### src/rtl/i2c_regwr_pkg.sv
package i2c_regwr_pkg;
    localparam int unsigned BYTE_W = 8;

    typedef enum logic [2:0] {
        ST_IDLE,
        ST_DEV,
        ST_DEV_ACK,
        ST_SUB,
        ST_SUB_ACK,
        ST_DATA,
        ST_DATA_ACK,
        ST_IGNORE
    } slv_state_e;
endpackage

### src/rtl/i2c_line_sync.sv
module i2c_line_sync #(
    parameter int unsigned STAGES  = 2,
    parameter logic        RST_VAL = 1'b1
) (
    input  logic clk,
    input  logic rst_n,
    input  logic line_i,
    output logic level_o,
    output logic rise_o,
    output logic fall_o
);
    logic [STAGES-1:0] chain;
    logic              prev;

    always_ff @(posedge clk or negedge rst_n) begin
        if (!rst_n) begin
            chain <= {STAGES{RST_VAL}};
            prev  <= RST_VAL;
        end else begin
            chain <= {chain[STAGES-2:0], line_i};
            prev  <= chain[STAGES-1];
        end
    end

    assign level_o = chain[STAGES-1];
    assign rise_o  = chain[STAGES-1] & ~prev;
    assign fall_o  = ~chain[STAGES-1] & prev;
endmodule

### src/rtl/i2c_rx_shift.sv
module i2c_rx_shift #(
    parameter int unsigned W = 8
) (
    input  logic         clk,
    input  logic         rst_n,
    input  logic         clr_i,
    input  logic         shift_i,
    input  logic         bit_i,
    output logic [W-1:0] data_o,
    output logic         full_o
);
    localparam int unsigned CW = $clog2(W + 1);

    logic [CW-1:0] cnt;

    always_ff @(posedge clk or negedge rst_n) begin
        if (!rst_n) begin
            cnt    <= '0;
            data_o <= '0;
        end else if (clr_i) begin
            cnt <= '0;
        end else if (shift_i && (cnt != CW'(W))) begin
            data_o <= {data_o[W-2:0], bit_i};
            cnt    <= cnt + 1'b1;
        end
    end

    assign full_o = (cnt == CW'(W));
endmodule

### src/rtl/i2c_regwr_slave.sv
module i2c_regwr_slave
    import i2c_regwr_pkg::*;
#(
    parameter logic [6:0]  DEV_ADDR    = 7'b1000011,
    parameter int unsigned ADDR_W      = 8,
    parameter int unsigned SYNC_STAGES = 2
) (
    input  logic              clk,
    input  logic              rst_n,
    input  logic              scl_i,
    input  logic              sda_i,
    output logic              sda_pd_o,
    output logic              wr_en_o,
    output logic [ADDR_W-1:0] wr_addr_o,
    output logic [BYTE_W-1:0] wr_data_o
);
    localparam int unsigned N_LINES = 2;
    localparam int unsigned L_SCL   = 0;
    localparam int unsigned L_SDA   = 1;

    logic [N_LINES-1:0] raw_line;
    logic [N_LINES-1:0] lvl;
    logic [N_LINES-1:0] rise;
    logic [N_LINES-1:0] fall;

    assign raw_line = {sda_i, scl_i};

    generate
        for (genvar g = 0; g < N_LINES; g++) begin : g_sync
            i2c_line_sync #(
                .STAGES (SYNC_STAGES),
                .RST_VAL(1'b1)
            ) u_sync (
                .clk    (clk),
                .rst_n  (rst_n),
                .line_i (raw_line[g]),
                .level_o(lvl[g]),
                .rise_o (rise[g]),
                .fall_o (fall[g])
            );
        end
    endgenerate

    logic scl_lvl, scl_rise, scl_fall;
    logic start_det, stop_det;

    assign scl_lvl   = lvl[L_SCL];
    assign scl_rise  = rise[L_SCL];
    assign scl_fall  = fall[L_SCL];
    assign start_det = scl_lvl & fall[L_SDA];
    assign stop_det  = scl_lvl & rise[L_SDA];

    slv_state_e        state, nxt;
    logic [BYTE_W-1:0] rx_byte;
    logic              rx_full;
    logic              in_ack, in_rx;
    logic              shift_en, shift_clr;
    logic [ADDR_W-1:0] ptr;

    assign in_ack = (state == ST_DEV_ACK) || (state == ST_SUB_ACK) || (state == ST_DATA_ACK);
    assign in_rx  = (state == ST_DEV) || (state == ST_SUB) || (state == ST_DATA);

    assign shift_en  = scl_rise & in_rx;
    assign shift_clr = start_det | stop_det | (scl_fall & in_ack);

    i2c_rx_shift #(.W(BYTE_W)) u_shift (
        .clk    (clk),
        .rst_n  (rst_n),
        .clr_i  (shift_clr),
        .shift_i(shift_en),
        .bit_i  (lvl[L_SDA]),
        .data_o (rx_byte),
        .full_o (rx_full)
    );

    // next-state logic
    always_comb begin
        nxt = state;
        if (stop_det) begin
            nxt = ST_IDLE;
        end else if (start_det) begin
            nxt = ST_DEV;
        end else begin
            unique case (state)
                ST_IDLE, ST_IGNORE: nxt = state;
                ST_DEV: if (scl_fall && rx_full)
                            nxt = ((rx_byte[7:1] == DEV_ADDR) && !rx_byte[0]) ? ST_DEV_ACK : ST_IGNORE;
                ST_SUB:  if (scl_fall && rx_full) nxt = ST_SUB_ACK;
                ST_DATA: if (scl_fall && rx_full) nxt = ST_DATA_ACK;
                ST_DEV_ACK:  if (scl_fall) nxt = ST_SUB;
                ST_SUB_ACK:  if (scl_fall) nxt = ST_DATA;
                ST_DATA_ACK: if (scl_fall) nxt = ST_DATA;
                default: nxt = ST_IDLE;
            endcase
        end
    end

    // state register
    always_ff @(posedge clk or negedge rst_n) begin
        if (!rst_n) state <= ST_IDLE;
        else        state <= nxt;
    end

    // outputs: pointer and write port
    always_ff @(posedge clk or negedge rst_n) begin
        if (!rst_n) begin
            ptr       <= '0;
            wr_en_o   <= 1'b0;
            wr_addr_o <= '0;
            wr_data_o <= '0;
        end else begin
            wr_en_o <= 1'b0;
            if (state == ST_SUB && nxt == ST_SUB_ACK) begin
                ptr <= ADDR_W'(rx_byte);
            end
            if (state == ST_DATA && nxt == ST_DATA_ACK) begin
                wr_en_o   <= 1'b1;
                wr_addr_o <= ptr;
                wr_data_o <= rx_byte;
                ptr       <= ptr + 1'b1;
            end
        end
    end

    assign sda_pd_o = in_ack;
endmodule

### config.mk
export PLATFORM = sky130hd
export DESIGN_NAME = i2c_regwr_slave
export DESIGN_NICKNAME = d
export VERILOG_FILES = /design/src/rtl/i2c_regwr_pkg.sv /design/src/rtl/i2c_line_sync.sv /design/src/rtl/i2c_rx_shift.sv /design/src/rtl/i2c_regwr_slave.sv
export SDC_FILE = /design/constraint.sdc
export NUM_CORES = 1
export LEC_CHECK = 0
export BUFFER_PORTS_ARGS = -buffer_cell sky130_fd_sc_hd__buf_2
export CORE_MARGIN = 1
export CORE_UTILIZATION = 48
export DETAILED_ROUTE_END_ITERATION = 8
export PLACE_DENSITY = 0.74
export SLEW_MARGIN = 20
export SYNTH_ARGS = -nofsm -noshare
export SYNTH_HDL_FRONTEND = slang
export SYNTH_SLANG_ARGS = --single-unit
### constraint.sdc
create_clock -name clk -period 1.9 [get_ports clk]
set_clock_uncertainty 0.05 [all_clocks]
set_input_delay 0.19 -clock clk [delete_from_list [all_inputs] [get_ports clk]]
set_output_delay 0.19 -clock clk [all_outputs]
set_load 0.01 [all_outputs]
## Yosys cells after proc, flatten, opt, wreduce, memory -nomap -nowiden

Index checks and enable logic that the tools add are counted.

| word-level totals | value |
|---|---|
| register bits after elaboration | 46 |
| input port bits | 4 |
| logic and storage cells | 70 |

| cells by class | value |
|---|---|
| $add $sub $neg | 2 |
| equal/unequal tests | 12 |
| multiplexer cells | 14 |
| bitwise logic cells | 15 |
| reductions and logical operators | 16 |

Operators by type and width:

| operator | count |
|---|---|
| $mux 3 | 8 |
| $eq 3x3->1 const B | 6 |
| $pmux 3 s6 | 1 |
| $mux 8 | 2 |
| $add 8x1->8 const B | 1 |
| $and 1x1->1 | 8 |
| $mux 4 | 2 |
| $eq 7x7->1 const B | 1 |
| $eq 3x2->1 const B | 2 |
| $logic_and 1x1->1 | 5 |
| $not 1->1 | 5 |
| $add 4x1->4 const B | 1 |
| $eq 4x4->1 const B | 1 |
| $logic_or 1x1->1 | 4 |
| $ne 4x4->1 const B | 1 |
| $reduce_bool 2->1 | 2 |
| $reduce_or 2->1 | 2 |
| $eq 3x1->1 const B | 1 |
| $logic_not 3->1 | 1 |
| $or 1x1->1 | 2 |
| $reduce_and 2->1 | 1 |
| $logic_not 1->1 | 1 |
| $mux 1 | 1 |

## Depth between registers and ports, before layout

Gate-level depths: netlist (run 1).

| logic depth | value |
|---|---|
| depth in word-level cells | 11 |
| depth in mapped cells | 8 |
| depth with buffers taken out | 6 |

## Cells and area by module

Synthesis (run 1) repeated with hierarchy kept, for this count alone.

| unflattened totals | value |
|---|---|
| cell total of the unflattened synthesis | 227 |
| area total of the unflattened synthesis | 2299.7 µm² |

By module, submodules not included:

| module | instances | cells an instance | area an instance (µm²) | seq. area each (µm²) |
|---|---|---|---|---|
| i2c_regwr_slave | 1 | 176 | 1559.0 | 700.7 |
| i2c_rx_shift | 1 | 41 | 553.0 | 300.3 |
| i2c_line_sync | 2 | 5 | 93.8 | 78.8 |

## Worst setup path before layout (run 1)

No wires, ideal clock.

| timing path | value |
|---|---|
| kind | reg2reg |
| start | reg g_sync[0].u_sync.prev |
| end | reg u_shift.data_o[0] |
| setup time | 0.125 ns |
| arrival time | 1.627 ns |
| data required time | 1.725 ns |
| slack | 0.098 ns |
| stages on the path, launching flop included | 6 |
| buffers on the path | 1 |
| period minus slack after synthesis | 1.802 ns |
| cell sequence | dfstp_2 -> nand2b_1 -> o32ai_2 -> or2_1 -> buf_6 -> mux2_4 |

| between the ends | value |
|---|---|
| cells in the longest elaborated chain, start to end | 5 |
| elaborated cells between the ends (all ways) | 9 |
| classes of those cells | bitwise: 7; reduce/logical: 2 |

RTL lines:

| item | RTL line | text |
|---|---|---|
| from (decl) | i2c_line_sync.sv:13 | `logic prev;` |
| from (signal assigned) | i2c_line_sync.sv:21 | `prev <= chain[STAGES-1];` |
| $and 1x1->1 or $not 1->1 (tied branches) | i2c_line_sync.sv:27, i2c_line_sync.sv:26 |  |
| $and 1x1->1, on equally long branches | i2c_regwr_slave.sv:64, i2c_line_sync.sv:26 |  |
| $or 1x1->1 or $and 1x1->1 (tied branches) | i2c_regwr_slave.sv:64, i2c_regwr_slave.sv:63 |  |
| $not 1->1 (no line) or $logic_and 1x1->1 (tied branches) | n/a |  |
| $reduce_and 2->1 (no line) (*) | n/a |  |
| to (signal assigned) | i2c_rx_shift.sv:23 | `data_o <= {data_o[W-2:0], bit_i};` |
| to (decl) | i2c_rx_shift.sv:9 | `output logic [W-1:0] data_o,` |

Mark *: on every way between the ends. The rest lies on a longest branch, timed or not.
A chain may end at the register's enable or synchronous reset.

## Worst setup path in the final report (run 1)

| timing path | value |
|---|---|
| start | reg u_shift.cnt[1] |
| end | reg ptr[1] |

| between the ends | value |
|---|---|
| cells in the longest elaborated chain, start to end | 9 |
| elaborated cells between the ends (all ways) | 14 |
| classes of those cells | eq/ne: 3; mux: 7; reduce/logical: 4 |

RTL lines:

| item | RTL line | text |
|---|---|---|
| from (decl) | i2c_rx_shift.sv:14 | `logic [CW-1:0] cnt;` |
| from (signal assigned) | i2c_rx_shift.sv:24 | `cnt <= cnt + 1'b1;` |
| $eq 4x4->1 (*) | i2c_rx_shift.sv:28 | `assign full_o = (cnt == CW'(W));` |
| $logic_and 1x1->1 (*) | i2c_regwr_slave.sv:86, i2c_regwr_slave.sv:88, i2c_regwr_slave.sv:89 |  |
| $mux 3, on equally long branches | i2c_regwr_slave.sv:89, i2c_regwr_slave.sv:86, i2c_regwr_slave.sv:88 |  |
| $pmux 3 s6 (*) | i2c_regwr_slave.sv:84 | `unique case (state)` |
| $mux 3 (*) | i2c_regwr_slave.sv:81 | `end else if (start_det) begin` |
| $mux 3 (*) | i2c_regwr_slave.sv:79 | `if (stop_det) begin` |
| $eq 3x3->1, on equally long branches | i2c_regwr_slave.sv:116, i2c_regwr_slave.sv:113 |  |
| $logic_and 1x1->1, on equally long branches | i2c_regwr_slave.sv:116, i2c_regwr_slave.sv:113 |  |
| $mux 8 or $reduce_bool 2->1 (tied branches) | n/a |  |
| to (signal assigned) | i2c_regwr_slave.sv:114 | `ptr <= ADDR_W'(rx_byte);` |
| to (signal assigned) | i2c_regwr_slave.sv:120 | `ptr <= ptr + 1'b1;` |
| to (decl) | i2c_regwr_slave.sv:58 | `logic [ADDR_W-1:0] ptr;` |

Marks and branches as above.

==> summary.md, run 1 <==
| Metric | Value |
|---|---|
| Status | `finished, final reports clean` |
| Remaining antenna violation count | `0` |
| Top cells by area, synth | `dfrtp_1 (47%), mux2_4 (11%), dfstp_2 (7.4%)` |
| Final hold vios | `0` |
| Compound-cell area share of the yosys netlist | `under 10%` |
| GRT Total Usage | `approximately a fifth` |
| Mapped Nets | `~170` |
| Slew margin rel. | `about 64%` |
| Core Box Area | `approximately 4100 um2` |
| Netlist cell types | `38` |
| Reg2reg start | `u_shift.cnt[1]` |
| I/O Buffers | `21` |
| Top cell type's share of synthesized area | `between 40% and 50%` |
| Mean Syn Cell Area | `about 13 um2` |
| Clock Latency Late Sink | `about 0.3 ns` |
| Final setup violating endpoints | `0` |
| Via density | `roughly 5.5` |
| Crit path time final | `1.79 ns` |
| Final Slew Violations | `0` |
| Crit path kind | `reg2reg` |
| Layout Nets | `207` |
| Total global routing overflow | `0` |
| Worst-margin pin slew | `roughly 0.54 ns` |
| Flop and latch count out of synthesis | `46` |
| Critical Path RT | `between 2 and 2.5 ns` |
| Number of global-route vias before repair | `1299` |
| Pin count of the biggest net entering global routing | `25` |
| DRT iter0 DRCs | `59` |
| Die W | `a little under 70 um` |
| Fmax | `~560 MHz` |
| Power per Cell Area | `867 nW/um2` |
| Die H | `between 60 and 70 um` |
| Cts bufs inserted | `5` |
| Gpl congestion | `between 0.8 and 0.9` |
| CTS Sinks | `46` |
| First drt pass iteration count | `4` |
| Clock transition at path regs | `~0.090 ns` |
| Initial antenna violation count | `0` |
| Startpoint types | `register` |
| Final Cycle Share | `a little over nine tenths` |
| Layout cells sized above 1 | `37.8%` |
| Core Rows | `23` |
| CTS tree | `done` |
| Post-synth EDFFs | `0` |
| Static leakage | `between 1 and 1.5 nW` |
| DR vias | `1391` |
| Clock Path Buffers | `2` |
| Worst hold path class | `reg2reg` |
| CP Max Fanout | `16` |
| CTS Root Cell | `clkbuf_8` |
| ANT cells | `0` |
| First-pass GRT wire length | `roughly 6400 um` |
| Die area | `4730 um2` |
| Warnings, synthesis | `0` |
| Critical Path Sink Type | `register` |
| Post-route DRC violation count | `0` |
| Post-Synth Adder-Cell Area | `~1.8%` |
| Smallest setup slack after layout | `between 0.1 and 0.15 ns` |
| Cell chain of the critical path | `inv_1 > ha_4 > nand4b_4 > or4_1 > buf_6 > mux2i_1 > a21oi_1` |
| Main synth FF type | `dfrtp_1` |
| Cell Area, Synth | `between 2000 and 2500 um2` |
| Starting density of the core | `51.6%` |
| H-tree levels | `2` |
| List of most frequent post-synthesis cells | `dfrtp_1 (40), mux2_4 (15), nor2_1 (14), inv_1 (9), xnor2_1 (8)` |
| Post-synth ARST share | `100%` |
| Setup TNS | `0 ns` |
| CP max stage delay | `0.42 ns` |
| Fill cells | `330` |
| Largest family of logic cells by synthesized area | `multiplexers` |
| Arr. time, crit path | `around 1.9 ns` |
| Mapped Cells | `~170` |
| Hold path start | `g_sync[1].u_sync.chain[0]` |
| Area Growth Syn to Fin | `17.1%` |
| WL final | `approximately 3800 um` |
| Worst VDD drop | `between 600 and 700 uV` |
| Overall power | `around 2.2 mW` |
| Io pins | `22` |
| DPL Wire Length | `about 2700 um` |
| Synth Area in XOR/XNOR | `4.50%` |
| Count leader, synth | `dfrtp_1` |
| Pre-CTS setup slack | `-0.0728 ns` |
| Unrepaired setup endpoints after global routing | `false` |
| Post-synth top area cell | `dfrtp_1` |
| Post-synthesis mux area share | `15.1%` |
| Seq/Total Area, Yosys | `roughly 54%` |
| Max cap viols | `0` |
| Simple-Gate Fraction of Synth Area | `about 14%` |
| Critical Path Source | `u_shift.cnt[1]` |
| CP max-delay cell | `dfrtp_1` |
| Drt wl/cell | `around 15 um` |
per-layer routing:
layer / vias to the layer above / GRT usage (%) / routed length, um
met2: 36 / 31.1 / 1800
met4: 0 / 8.16 / 82
met1: 694 / 24.6 / 1810
li1: 650 / - / -
met5: - / 0 / 0
met3: 11 / 5.92 / 147
per-stage QoR:
stage / util (%) / instance area (um2) / instances / hold WS, ns
after floorplan: - / 2140 / 166 / -0.156
after global placement: 56.1 / 2320 / 239 / 0.152
after detailed placement: 56.1 / 2320 / 239 / 0.163
after CTS: 59.6 / 2470 / 250 / 0.313
after global routing: 60.4 / 2500 / 251 / 0.318
final: 60.4 / 2500 / 251 / 0.311
worst paths after layout:
check / endpoint / slack [ns] / cells past startpoint
min in group asynchronous: wr_addr_o[2] / 0.34 / 2
hold reg to reg: g_sync[1].u_sync.chain[1] / 0.31 / 0
setup reg to reg: ptr[1] / 0.11 / 7
setup / recovery: ptr[1] / 0.11 / 7
hold / removal: g_sync[1].u_sync.chain[1] / 0.31 / 0
max in group asynchronous: g_sync[1].u_sync.prev / 0.86 / 3
kinds of logic after synthesis:
group,Yosys count
buffers and inverters,15
XOR/XNOR,11
adder cells (fa/ha/maj),3
flip-flops,46
multiplexers,24
AO/OA/AOI/OAI,19
AND/OR/NAND/NOR,48
where the power goes:
| group | total [mW] | switching [mW] | internal (mW) |
|---|---|---|---|
| combinational | 0.270 | 0.112 | 0.158 |
| clock | 0.711 | 0.319 | 0.392 |
| sequential | 1.19 | 0.121 | 1.07 |
area by class of cell:
| cell class | count | area, um2 | share of cell area, % |
|---|---|---|---|
| Inverter | 9 | 33.8 | 1.35 |
| Timing Repair Buffer | 33 | 219 | 8.74 |
| Clock inverter | 2 | 37.5 | 1.50 |
| Multi-Input combinational cell | 105 | 921 | 36.8 |
| Sequential cell | 46 | 1160 | 46.3 |
| Clock buffer | 6 | 72.6 | 2.90 |
| Tap cell | 50 | 62.6 | 2.50 |
critical path, delay by kind of cell, from the launching register on:
family / cells / cell delay, ns
adder cells (fa/ha/maj): 1 / 0.16
flip-flops: 1 / 0.42
buffers and inverters: 2 / 0.29
AND/OR/NAND/NOR: 2 / 0.53
AO/OA/AOI/OAI: 1 / 0.08
multiplexers: 1 / 0.14
placed cells by master, fill, tap and decap left out, drive strengths merged, types with 6 or more instances in the layout:
cell    count
mux2       22
inv         9
xnor2       8
dfstp       6
clkbuf      6
dfrtp      40
a21oi       7
buf        30
nor2       14
state kept, by name (all words and copies together) (netlist names):
name / flops
u_shift.cnt: 4
wr_data_o: 8
state: 3
u_shift.data_o: 8
ptr: 8
g_sync.u_sync.prev: 2
g_sync.u_sync.chain: 4
wr_addr_o: 8
wr_en_o: 1
repair_timing:
action	CTS	global route
hold endpoints to repair	21	0
resized for setup	2	6
setup buffers	0	1
hold buffers	3	0
pin swaps	0	1
setup endpoints to repair	8	11
(Power assumes the default switching activity.)
==> inputs of run 2 (changes only) <==
--- a/config.mk
+++ b/config.mk
@@ -10,6 +10,7 @@
 export CORE_UTILIZATION = 48
 export DETAILED_ROUTE_END_ITERATION = 8
 export PLACE_DENSITY = 0.74
+export RECOVER_POWER = 50
 export SLEW_MARGIN = 20
 export SYNTH_ARGS = -nofsm -noshare
 export SYNTH_HDL_FRONTEND = slang
==> run 2 against run 1 <==
Net effect:
- core utilization decreased by 0.48 points
- die area unchanged
- via count shrank 1.2%
- power barely moved
- maximum frequency hardly changed
- critical path depth is the same
- combinational power barely moved
- hold slack improved by 0.0016 ns
- first-iteration DRC count up 14%
- design area is 0.80% lower
- critical path type unchanged
- largest power group unchanged
==> summary.md, run 2 (synthesized netlist as in run 1, its figures left out) <==
| Metric | Value |
|---|---|
| Layout Nets | `around 210` |
| Smallest setup slack after layout | `roughly 0.11 ns` |
| Final setup violating endpoints | `0` |
| First-pass GRT wire length | `roughly 6400 um` |
| Post-route DRC violation count | `0` |
| Startpoint types | `register` |
| Core Box Area | `4140 um2` |
| Pre-CTS setup slack | `-0.0728 ns` |
| CTS tree | `done` |
| CTS Root Cell | `clkbuf_8` |
| Final Cycle Share | `between 90% and 100%` |
| Arr. time, crit path | `roughly 1.9 ns` |
| CP max stage delay | `about 0.42 ns` |
| GRT Total Usage | `between 10% and 20%` |
| ANT cells | `0` |
| Drt wl/cell | `between 15 and 20 um` |
| Cell chain of the critical path | `inv_1 > ha_4 > nand4b_4 > or4_1 > buf_6 > mux2i_1 > a21oi_1` |
| Starting density of the core | `about half` |
| Total global routing overflow | `0` |
| Layout cells sized above 1 | `between 20% and 30%` |
| Reg area | `roughly 1200 um2` |
| CP Max Fanout | `16` |
| Static leakage | `around 1.2 nW` |
| Setup TNS | `0 ns` |
| I/O Buffers | `21` |
| Worst-margin pin slew | `1.29 ns` |
| Clock Path Buffers | `2` |
| Crit path kind | `reg2reg` |
| Fmax | `560 MHz` |
| H-tree levels | `2` |
| Die H | `68.8 um` |
| Io pins | `22` |
| Max cap viols | `0` |
| Area of the multi-input gates | `about 920 um2` |
| Via density | `between 5 and 6` |
| Pin count of the biggest net entering global routing | `25` |
| Gpl congestion | `around 0.88` |
| Area Growth Syn to Fin | `16.1%` |
| Final Slew Violations | `0` |
| M1 GR Usage | `24.6%` |
| Number of global-route vias before repair | `between 1000 and 1500` |
| Overall power | `2.17 mW` |
| Gr busiest metal | `met2` |
| WL final | `around 3900 um` |
| Remaining antenna violation count | `0` |
| Cts bufs inserted | `5` |
| Die W | `around 70 um` |
| First drt pass iteration count | `4` |
| Critical Path RT | `~2.0 ns` |
| DRT iter0 DRCs | `67` |
| Core Rows | `23` |
| Clock Latency Late Sink | `0.30 ns` |
| Crit path buf inv count | `2` |
| DR vias | `approximately 1400` |
| Crit path time final | `roughly 1.8 ns` |
| Power per Cell Area | `~870 nW/um2` |
| Slew margin rel. | `about 14%` |
| Final hold vios | `0` |
| CTS Sinks | `46` |
| Critical Path Sink Type | `register` |
| Most common cell after layout, fill and taps aside | `dfrtp_1` |
| Met2 usage | `31.1%` |
| Routing usage on met3 | `5.92%` |
| CP max-delay cell | `dfrtp_1` |
| Worst VDD drop | `roughly 620 uV` |
| Die area | `between 4000 and 5000 um2` |
| Worst hold path class | `reg2reg` |
| Most frequent cells in the layout | `dfrtp_1 (40), clkbuf_1 (17), mux2_4 (15)` |
| DPL Wire Length | `2750 um` |
| Status | `finished, final reports clean` |
| Initial antenna violation count | `0` |
| Unrepaired setup endpoints after global routing | `false` |
| Kind of cell adding the most delay to the critical path | `simple AND/OR/NAND/NOR gates` |
| Fill cells | `approximately 340` |
| Clock transition at path regs | `0.09 ns` |
run 2: cell types whose count changed in the layout (fill, tap and decap cells not counted):
cell | before | now
dfstp_1 | 0 | 1
buf_2 | 21 | 5
dfstp_2 | 6 | 5
clkbuf_1 | 1 | 17
run 2: path summary, 6_finish.rpt:
kind                       slack, ns                      start                         to  cells after the start
max                             0.11             u_shift.cnt[1]                     ptr[1]                      7
min                             0.31  g_sync[0].u_sync.chain[0]  g_sync[0].u_sync.chain[1]                      0
max reg2reg                     0.11             u_shift.cnt[1]                     ptr[1]                      7
min reg2reg                     0.31  g_sync[0].u_sync.chain[0]  g_sync[0].u_sync.chain[1]                      0
max in group asynchronous       0.34                      rst_n      g_sync[1].u_sync.prev                      3
min in group asynchronous       0.64                      rst_n               wr_addr_o[2]                      2
run 2: report_power, final:
part	internal (mW)	total, mW	switching (mW)
Clock	0.392	0.712	0.320
Sequential	1.07	1.19	0.122
Combinational	0.158	0.271	0.113
Total	1.62	2.17	0.554
run 2: repair_timing:
item                                   CTS  global route
pin swaps                                0             1
setup endpoints to repair                8            11
hold buffers                             3             0
buffers inserted                         0             1
endpoints found under the hold margin   21             0
gates resized for setup                  2             6
run 2: final cells by class:
class / instances / area share [%]
repair buffers: 33 / 8.01
clock buffers: 6 / 2.92
multi-input cells: 105 / 37.1
inverters: 9 / 1.36
clock inverters: 2 / 1.51
well taps: 50 / 2.52
flip-flops and latches: 46 / 46.6
run 2: metal layers:
layer  wire, um  vias to the layer above
li1           -                      650
met3        125                        7
met4         68                        0
met1       1850                      694
met5          0                        -
met2       1820                       24
run 2: through the flow:
| step | utilization [%] | std cells | hold slack [ns] | instance area, um2 |
|---|---|---|---|---|
| 2_1_floorplan | - | 166 | -0.156 | 2140 |
| 3_3_place_gp | 56.1 | 239 | 0.152 | 2320 |
| 3_5_place_dp | 56.1 | 239 | 0.163 | 2320 |
| 4_1_cts | 59.6 | 250 | 0.313 | 2470 |
| 5_1_grt | 60.0 | 251 | 0.320 | 2480 |
| 6_report | 60.0 | 251 | 0.313 | 2480 |
